==> config.mk <==
export PLATFORM = sky130hd
export DESIGN_NAME = insn_step_ctrl
export DESIGN_NICKNAME = d
export VERILOG_FILES = /design/src/rtl/step_pkg.sv /design/src/rtl/step_in_cond.sv /design/src/rtl/step_edge.sv /design/src/rtl/step_fsm.sv /design/src/rtl/insn_step_ctrl.sv
export SDC_FILE = /design/constraint.sdc
export NUM_CORES = 1
export LEC_CHECK = 0
export BUFFER_PORTS_ARGS = -buffer_cell sky130_fd_sc_hd__clkbuf_2
export CORE_MARGIN = 2
export CORE_UTILIZATION = 59
export DETAILED_ROUTE_END_ITERATION = 12
export PLACE_DENSITY = 0.87
export SLEW_MARGIN = 20
export SYNTH_ARGS = -nofsm -noshare
export SYNTH_HDL_FRONTEND = slang
export SYNTH_HIERARCHICAL = 1
export SYNTH_SLANG_ARGS = --single-unit
==> constraint.sdc <==
create_clock -name clk_i -period 1.7 [get_ports clk_i]
set_input_delay 0 -clock clk_i [delete_from_list [all_inputs] [get_ports clk_i]]
set_output_delay 0 -clock clk_i [all_outputs]
set_load 0.005 [all_outputs]
==> src/rtl/step_pkg.sv <==
package step_pkg;
  typedef enum logic [1:0] {
    ST_STOPPED = 2'd0,
    ST_RUN     = 2'd1,
    ST_STEP    = 2'd2
  } step_state_e;
endpackage

==> src/rtl/step_in_cond.sv <==
// Synchroniser chain followed by a settle-counter debouncer.
module step_in_cond #(
  parameter int unsigned DEB_CYCLES  = 1000,
  parameter int unsigned SYNC_STAGES = 2,
  parameter bit          RST_VAL     = 1'b0
) (
  input  logic clk_i,
  input  logic rst_ni,
  input  logic raw_i,
  output logic lvl_o
);
  localparam int unsigned CNT_W = (DEB_CYCLES < 2) ? 1 : $clog2(DEB_CYCLES);
  localparam logic [CNT_W-1:0] LAST = CNT_W'(DEB_CYCLES - 1);

  logic [SYNC_STAGES-1:0] sync_q;
  logic [CNT_W-1:0]       cnt_q;
  logic                   lvl_q;
  logic                   samp;

  for (genvar g = 0; g < SYNC_STAGES; g++) begin : g_sync
    if (g == 0) begin : g_first
      always_ff @(posedge clk_i or negedge rst_ni)
        if (!rst_ni) sync_q[g] <= RST_VAL;
        else         sync_q[g] <= raw_i;
    end else begin : g_next
      always_ff @(posedge clk_i or negedge rst_ni)
        if (!rst_ni) sync_q[g] <= RST_VAL;
        else         sync_q[g] <= sync_q[g-1];
    end
  end

  assign samp = sync_q[SYNC_STAGES-1];

  always_ff @(posedge clk_i or negedge rst_ni) begin
    if (!rst_ni) begin
      cnt_q <= '0;
      lvl_q <= RST_VAL;
    end else if (samp != lvl_q) begin
      if (cnt_q == LAST) begin
        lvl_q <= samp;
        cnt_q <= '0;
      end else begin
        cnt_q <= cnt_q + 1'b1;
      end
    end else begin
      cnt_q <= '0;
    end
  end

  assign lvl_o = lvl_q;

  AST_DEB_SETTLED: assert property (@(posedge clk_i) disable iff (!rst_ni)
    !$stable(lvl_q) |-> ($past(cnt_q) == LAST));
endmodule

==> src/rtl/step_edge.sv <==
// Single-cycle pulse on a rising level.
module step_edge #(
  parameter bit RST_VAL = 1'b0
) (
  input  logic clk_i,
  input  logic rst_ni,
  input  logic d_i,
  output logic rise_o
);
  logic q;

  always_ff @(posedge clk_i or negedge rst_ni)
    if (!rst_ni) q <= RST_VAL;
    else         q <= d_i;

  assign rise_o = d_i & ~q;
endmodule

==> src/rtl/step_fsm.sv <==
module step_fsm
  import step_pkg::*;
(
  input  logic clk_i,
  input  logic rst_ni,
  input  logic run_lvl_i,
  input  logic step_rise_i,
  input  logic sync_rise_i,
  input  logic rw_i,
  output logic rdy_o
);
  step_state_e st_q, st_d;

  always_comb begin
    st_d  = st_q;
    rdy_o = 1'b0;
    unique case (st_q)
      ST_STOPPED: begin
        if (run_lvl_i)        st_d = ST_RUN;
        else if (step_rise_i) st_d = ST_STEP;
      end
      ST_RUN: begin
        // stop waits for a read cycle; writes always complete
        if (!run_lvl_i && rw_i) st_d = ST_STOPPED;
        else                    rdy_o = 1'b1;
      end
      ST_STEP: begin
        // halt inside the fetch cycle itself, not the one after
        if (sync_rise_i && rw_i) st_d = ST_STOPPED;
        else begin
          rdy_o = 1'b1;
          if (run_lvl_i) st_d = ST_RUN;
        end
      end
      default: st_d = ST_STOPPED;
    endcase
  end

  always_ff @(posedge clk_i or negedge rst_ni)
    if (!rst_ni) st_q <= ST_STOPPED;
    else         st_q <= st_d;

  AST_NO_WRITE_STALL: assert property (@(posedge clk_i) disable iff (!rst_ni)
    (st_q != ST_STOPPED && !rw_i) |-> rdy_o);

  AST_FETCH_HALT: assert property (@(posedge clk_i) disable iff (!rst_ni)
    (st_q == ST_STEP && sync_rise_i && rw_i) |=> (st_q == ST_STOPPED));

  AST_STOP_EXIT_CAUSE: assert property (@(posedge clk_i) disable iff (!rst_ni)
    (st_q == ST_STOPPED) |=> (st_q == ST_STOPPED || $past(run_lvl_i) || $past(step_rise_i)));

  AST_RUN_NO_STALL: assert property (@(posedge clk_i) disable iff (!rst_ni)
    (st_q == ST_RUN && run_lvl_i) |-> rdy_o);
endmodule

==> src/rtl/insn_step_ctrl.sv <==
module insn_step_ctrl #(
  parameter int unsigned DEB_CYCLES   = 1000,
  parameter int unsigned SYNC_STAGES  = 2,
  parameter bit          RUN_AT_RESET = 1'b0
) (
  input  logic clk_i,
  input  logic rst_ni,
  input  logic sync_i,
  input  logic rw_i,
  input  logic run_sw_i,
  input  logic step_btn_i,
  output logic rdy_o,
  output logic stopped_o
);
  logic run_lvl, step_lvl, step_rise, sync_rise, rdy;

  step_in_cond #(
    .DEB_CYCLES(DEB_CYCLES), .SYNC_STAGES(SYNC_STAGES), .RST_VAL(RUN_AT_RESET)
  ) u_run_cond (
    .clk_i(clk_i), .rst_ni(rst_ni), .raw_i(run_sw_i), .lvl_o(run_lvl)
  );

  step_in_cond #(
    .DEB_CYCLES(DEB_CYCLES), .SYNC_STAGES(SYNC_STAGES), .RST_VAL(1'b0)
  ) u_step_cond (
    .clk_i(clk_i), .rst_ni(rst_ni), .raw_i(step_btn_i), .lvl_o(step_lvl)
  );

  step_edge #(.RST_VAL(1'b0)) u_step_edge (
    .clk_i(clk_i), .rst_ni(rst_ni), .d_i(step_lvl), .rise_o(step_rise)
  );

  // fetch indicator is already clock-synchronous; only its edge is used
  step_edge #(.RST_VAL(1'b1)) u_sync_edge (
    .clk_i(clk_i), .rst_ni(rst_ni), .d_i(sync_i), .rise_o(sync_rise)
  );

  step_fsm u_fsm (
    .clk_i(clk_i), .rst_ni(rst_ni), .run_lvl_i(run_lvl), .step_rise_i(step_rise),
    .sync_rise_i(sync_rise), .rw_i(rw_i), .rdy_o(rdy)
  );

  assign rdy_o     = rdy;
  assign stopped_o = ~rdy;
endmodule

Word-level counts from Yosys, hierarchy flattened
Cells that the tools add are included.
- register bits: 30
- latch bits: 0
- memory bits (writable): 0
- memory bits (read-only): 0
- output and inout bits: 2
- memories kept: 0
- add/subtract/negate cells: 2
- $mul: 0
- divide/modulo/power cells: 0
- order comparisons: 0
- equality and inequality tests: 9
- shift-type cells: 0
- multiplexer cells: 13
- bitwise operators: 5
- reductions and logical operators: 7
- operators with widths (kind ; count):
    $mux W10 ; 4
    $add A10 B1 Y10 const B ; 2
    $eq A10 B10 Y1 const B ; 2
    $mux W2 ; 5
    $pmux W2 S3 ; 1
    $reduce_and A2 Y1 ; 2
    $ne A3 B2 Y1 const B ; 1
    $ne A3 B3 Y1 const B ; 1
    $not A1 Y1 ; 3
    $reduce_and A3 Y1 ; 1
    $and A1 B1 Y1 ; 2
    $eq A2 B1 Y1 const B ; 1
    $eq A2 B2 Y1 const B ; 1
    $logic_and A1 B1 Y1 ; 2
    $logic_not A2 Y1 ; 1
    $mux W1 ; 2
    $ne A1 B1 Y1 ; 2
    $ne A2 B1 Y1 const B ; 1
    $pmux W1 S2 ; 1
    $logic_not A1 Y1 ; 1

Longest topological paths before layout
- depth after elaboration: 6
- gate-level depth with buffers: 6
- gate-level depth less buffers: 6

Hierarchy
The synthesis kept the hierarchy.
- modules (own cells, without submodules) (module ; instances ; cells each ; area an instance (µm²) ; seq. area each (µm²)):
    step_in_cond ; 2 ; 55 ; 606.8 ; 325.3
    step_fsm ; 1 ; 19 ; 183.9 ; 50.0
    step_edge at u_sync_edge ; 1 ; 2 ; 40.0 ; 26.3
    step_edge at u_step_edge ; 1 ; 2 ; 38.8 ; 25.0
    insn_step_ctrl ; 1 ; 1 ; 3.8 ; 0.0

Worst setup path before layout
Ideal clock, no wire load.
- path kind: register -> register
- start: register u_step_cond.cnt_q[0]
- end: register u_step_cond.cnt_q[9]
- setup time: 138 ps
- data arrival time: 1376 ps
- required time: 1562 ps
- slack: 186 ps
- cell stages (with the launch flop): 5
- buffers on the path: 0
- period minus slack after synthesis: 1514 ps
- cells stage by stage: dfrtp_1 -> ha_1 -> or4bb_2 -> o211ai_1 -> a31oi_1
- longest elaborated chain between the ends: 3
- ends and longest elaborated chain (item ; RTL line ; text):
    start: declaration ; step_in_cond.sv:16 ; logic [CNT_W-1:0] cnt_q;
    start signal: assignment ; step_in_cond.sv:43 ; cnt_q <= cnt_q + 1'b1;
    $add A10 B1 Y10 or $eq A10 B10 Y1 (tied branches) ; step_in_cond.sv:43, step_in_cond.sv:39 ;
    $mux W10 * ; step_in_cond.sv:39 ; if (cnt_q == LAST) begin
    $mux W10 * ; step_in_cond.sv:38 ; end else if (samp != lvl_q) begin
Mark *: on every way between the ends. The rest lies on a longest branch, timed or not.
A chain may end at the register's enable or synchronous reset.

Final worst setup path
- start: register u_run_cond.cnt_q[0]
- end: register u_run_cond.cnt_q[9]
- longest elaborated chain between the ends: 3
- ends and longest elaborated chain (item ; RTL line):
    start: declaration ; step_in_cond.sv:16
    start signal: assignment ; step_in_cond.sv:43
    $add A10 B1 Y10 or $eq A10 B10 Y1 (tied branches) ; step_in_cond.sv:43, step_in_cond.sv:39
    $mux W10 * ; step_in_cond.sv:39
    $mux W10 * ; step_in_cond.sv:38
Marked as above.

==> metrics.yaml <==
pwr:
  peakVddDrop_uv: 760.9
  p_comb_share_pct: 5.4
  total_power_mw: 1.416
  swShare_pct: 21.17
  pwr-share-clk_pct: 41.5
  internal_power_mw: 1.116
  seqPwrFrac_pct: 53.1
  p_sw_mw: 0.2997
  power.density_mw_per_mm2: 832.8
  p_leak_nw: 0.6961
global_route:
  grt_pass1_vias: 1200
  overflow: 0
  groute.usage.overall_pct: 23.88
  grt_pass1_wl_um: 4926
  antenna_found_initial: 0
  grt_max_degree: 31
route:
  viasPerCell: 6.333
  drt_wl_total_um: 2932
  wl_per_cell_um: 16.02
  drc: 0
  vias: 1159
  dr.pass1.iters: 4
  ant_nets: 0
  drt_iter0_drc: 25
finish:
  antenna_cells: 0
  regArea_sq_um: 752.0
  syn2layout_area_growth_pct: 14.88
  layout.nets: 163
  multiInputGateArea_sq_um: 720.7
  drive_gt1_share_pct: 22.88
  fill_cells: 171
  final_common_cell: "dfrtp_1"
  final_cell_mix: "dfrtp_1 (29), nor2_1 (11), inv_1 (8), a21oi_1 (8), nand3_1 (8)"
sta:
  final-hold-violation-count: 0
  period_minus_slack_ns: 1.656
  maxSlewHeadroom_pct: 52.14
  fin_skew_ns: 0.01022
  drv_slew: 0
  worstMarginPinSlew_ns: 0.7180
  fin_crit_sh_pct: 97.43
  timing.hold.ws_ns: 0.1121
  max_freq_mhz: 603.7
  setup_viol_count_final: 0
clock_network:
  clock_sinks: 30
  cts_tree: "built"
  cts_buffers: 5
  cts_root_buffer: "clkbuf_4"
  clk-insertion-delay-late_ns: 0.31
  clockBufferDepth: 2
  path_clk_slew_ns: 0.10
  h-tree-depth: 2
placement:
  gp_congestion: 0.8113
  hpwl_um: 1927
  port_buffers: 7
logic_synthesis:
  syn_area_sq_mm: 0.001480
  synth_top_family_by_area: "simple AND/OR/NAND/NOR gates"
  ys_ff_latch: 30
  seq_area_frac_synth_pct: 50.80
  synthTopCellsByArea: "dfrtp_1 (49%), ha_1 (4.2%), nor2_1 (2.8%), a21oi_1 (2.7%), nand3_1 (2.7%)"
  synth_fa_ha_area_share_pct: 4.227
  synth-compound-area-share_pct: 13.61
  synth.area.mux_share_pct: 1.522
  synth_cells: 134
  synth.avg_cell_area_sq_um: 11.05
  synth-simple-area-share_pct: 23.08
  synth_top_area_share_pct: 49.03
  post-synth-top-area-cell: "dfrtp_1"
  ys_types: 35
  synth_nets: 145
  yosys_warnings: 6
  synth_xor_area_share_pct: 4.734
floorplanning:
  fp.coreArea_sq_mm: 0.002432
  pin_count: 8
  die_h_um: 54.09
  rows: 18
  die_x_um: 54.09
  initial_core_util_pct: 60.85
  dieArea_sq_mm: 0.002925
worst_setup_path:
  crit_family: "simple AND/OR/NAND/NOR gates"
  path_cells: "ha_2, or4bb_2, o211ai_1, a31oi_1"
  critPathRequiredTime_ns: 1.88
  worstReg2RegStart: "u_run_cond/cnt_q[0]$_DFF_PN0_"
  end_kind: "flop"
  cpPeakStageDelay_ns: 0.62
  cp-start-kind: "flop"
  critPathKind: "flop to flop"
  arrival_ns: 1.84
  crit_fanout: 5
  critPathBufInv: 0
  slowest_stage: "or4bb_2"
  crit_start: "u_run_cond/cnt_q[0]$_DFF_PN0_"
hold_path:
  hp-start: "rw_i"
  hp-class: "primary input to flop"
run_status:
  status: "complete, no violations"
run:
  maxCapViolations: 0
==> stage by stage <==
stage               setup TNS [ns]  area [sq um]  util [%]  cells  worst slack [ns]
finish                           0          1700     69.91    183           0.04368
global route              -0.02060          1700     69.91    183          -0.02060
CTS                              0          1678     68.98    183           0.03262
detailed placement               0          1553     63.84    171           0.05045
global placement                 0          1553     63.84    171            0.1556
floorplan                        0          1480         -    134            0.1862
==> worst reg2reg max path, stage by stage, from the launching register on <==
cell and delay, ns:
dfrtp_1 0.40, ha_2 0.24, or4bb_2 0.62, o211ai_1 0.15, a31oi_1 0.12
==> metal layers <==
layer | part of all wire, % | vias up | wire (um) | GRT usage (%)
met3 | 3.8 | 2 | 110 | 6.944
met2 | 53 | 34 | 1559 | 42.68
met1 | 43 | 588 | 1248 | 26.44
met5 | 0 | - | 0 | 0
li1 | - | 535 | - | -
met4 | 0.44 | 0 | 13 | 9.583
==> sequential cells by signal (all words and copies together), names as in the netlist <==
signal,flops
u_run_cond/cnt_q,10
u_step_cond/cnt_q,10
u_fsm/st_q,2
u_run_cond/lvl_o,1
u_run_cond/samp,1
u_run_cond/sync_q,1
u_step_cond/lvl_o,1
u_step_cond/samp,1
u_step_cond/sync_q,1
u_step_edge/q,1
u_sync_edge/q,1
==> repair_timing <==
item                       in CTS  in global routing
buffers inserted                0                  0
gates resized for setup         0                  4
hold buffers                    4                  0
setup endpoints to repair       0                  3
hold endpoints to repair       32                  0
==> kinds of logic after synthesis <==
logic type / after synthesis
DFF: 30
and+or+nand+nor: 53
xor gates and xnor gates: 8
adders and majority gates: 5
AOI/OAI and AO/OA: 28
muxes: 2
buffers and inverters: 8
==> path summary, 6_finish.rpt <==
check	end	slack, ns	cells after the start
max	u_run_cond/cnt_q[9]$_DFF_PN0_	0.04	4
min	u_fsm/st_q[0]$_DFFE_PN0P_	0.11	4
max reg2reg	u_run_cond/cnt_q[9]$_DFF_PN0_	0.04	4
min reg2reg	u_run_cond/samp$_DFF_PN0_	0.36	0
max in group asynchronous	u_step_cond/cnt_q[7]$_DFF_PN0_	0.97	2
min in group asynchronous	u_run_cond/cnt_q[7]$_DFF_PN0_	0.26	2
==> Yosys cell counts, drive strengths merged <==
cell type / instances
and4: 2
dfstp: 1
a21boi: 3
a31o: 2
o21ai: 4
mux2: 2
nand2: 6
or4: 4
and4bb: 2
o211ai: 2
a21oi: 8
nor2b: 3
a221oi: 1
xnor2: 4
or3: 4
ha: 5
and3: 2
o2bb2ai: 1
nor3b: 2
o31ai: 2
nand4: 4
or4bb: 2
xor2: 4
nor2: 11
dfrtp: 29
inv: 8
a31oi: 2
nand3: 10
nand2b: 1
o221a: 2
o32ai: 1
==> power by group through the flow <==
stage,logic [mW],clock network (mW),registers [mW]
5_1_grt,0.0853,0.634,0.755
4_1_cts,0.0718,0.600,0.750
3_5_place_dp,0.0620,0,0.763
3_3_place_gp,0.0596,0,0.761
2_1_floorplan,0.0341,0,0.759
6_report,0.0764,0.588,0.752
==> layout make-up <==
class | instances | share of cell area [%]
Clock buffer | 7 | 3.238
Inverter | 8 | 1.766
Tap cell | 30 | 2.208
Timing Repair Buffer | 11 | 4.415
Clock inverter | 1 | 1.766
Sequential cell | 30 | 44.22
Multi-Input combinational cell | 96 | 42.38
Note: power is estimated with default switching activity, not from simulation.
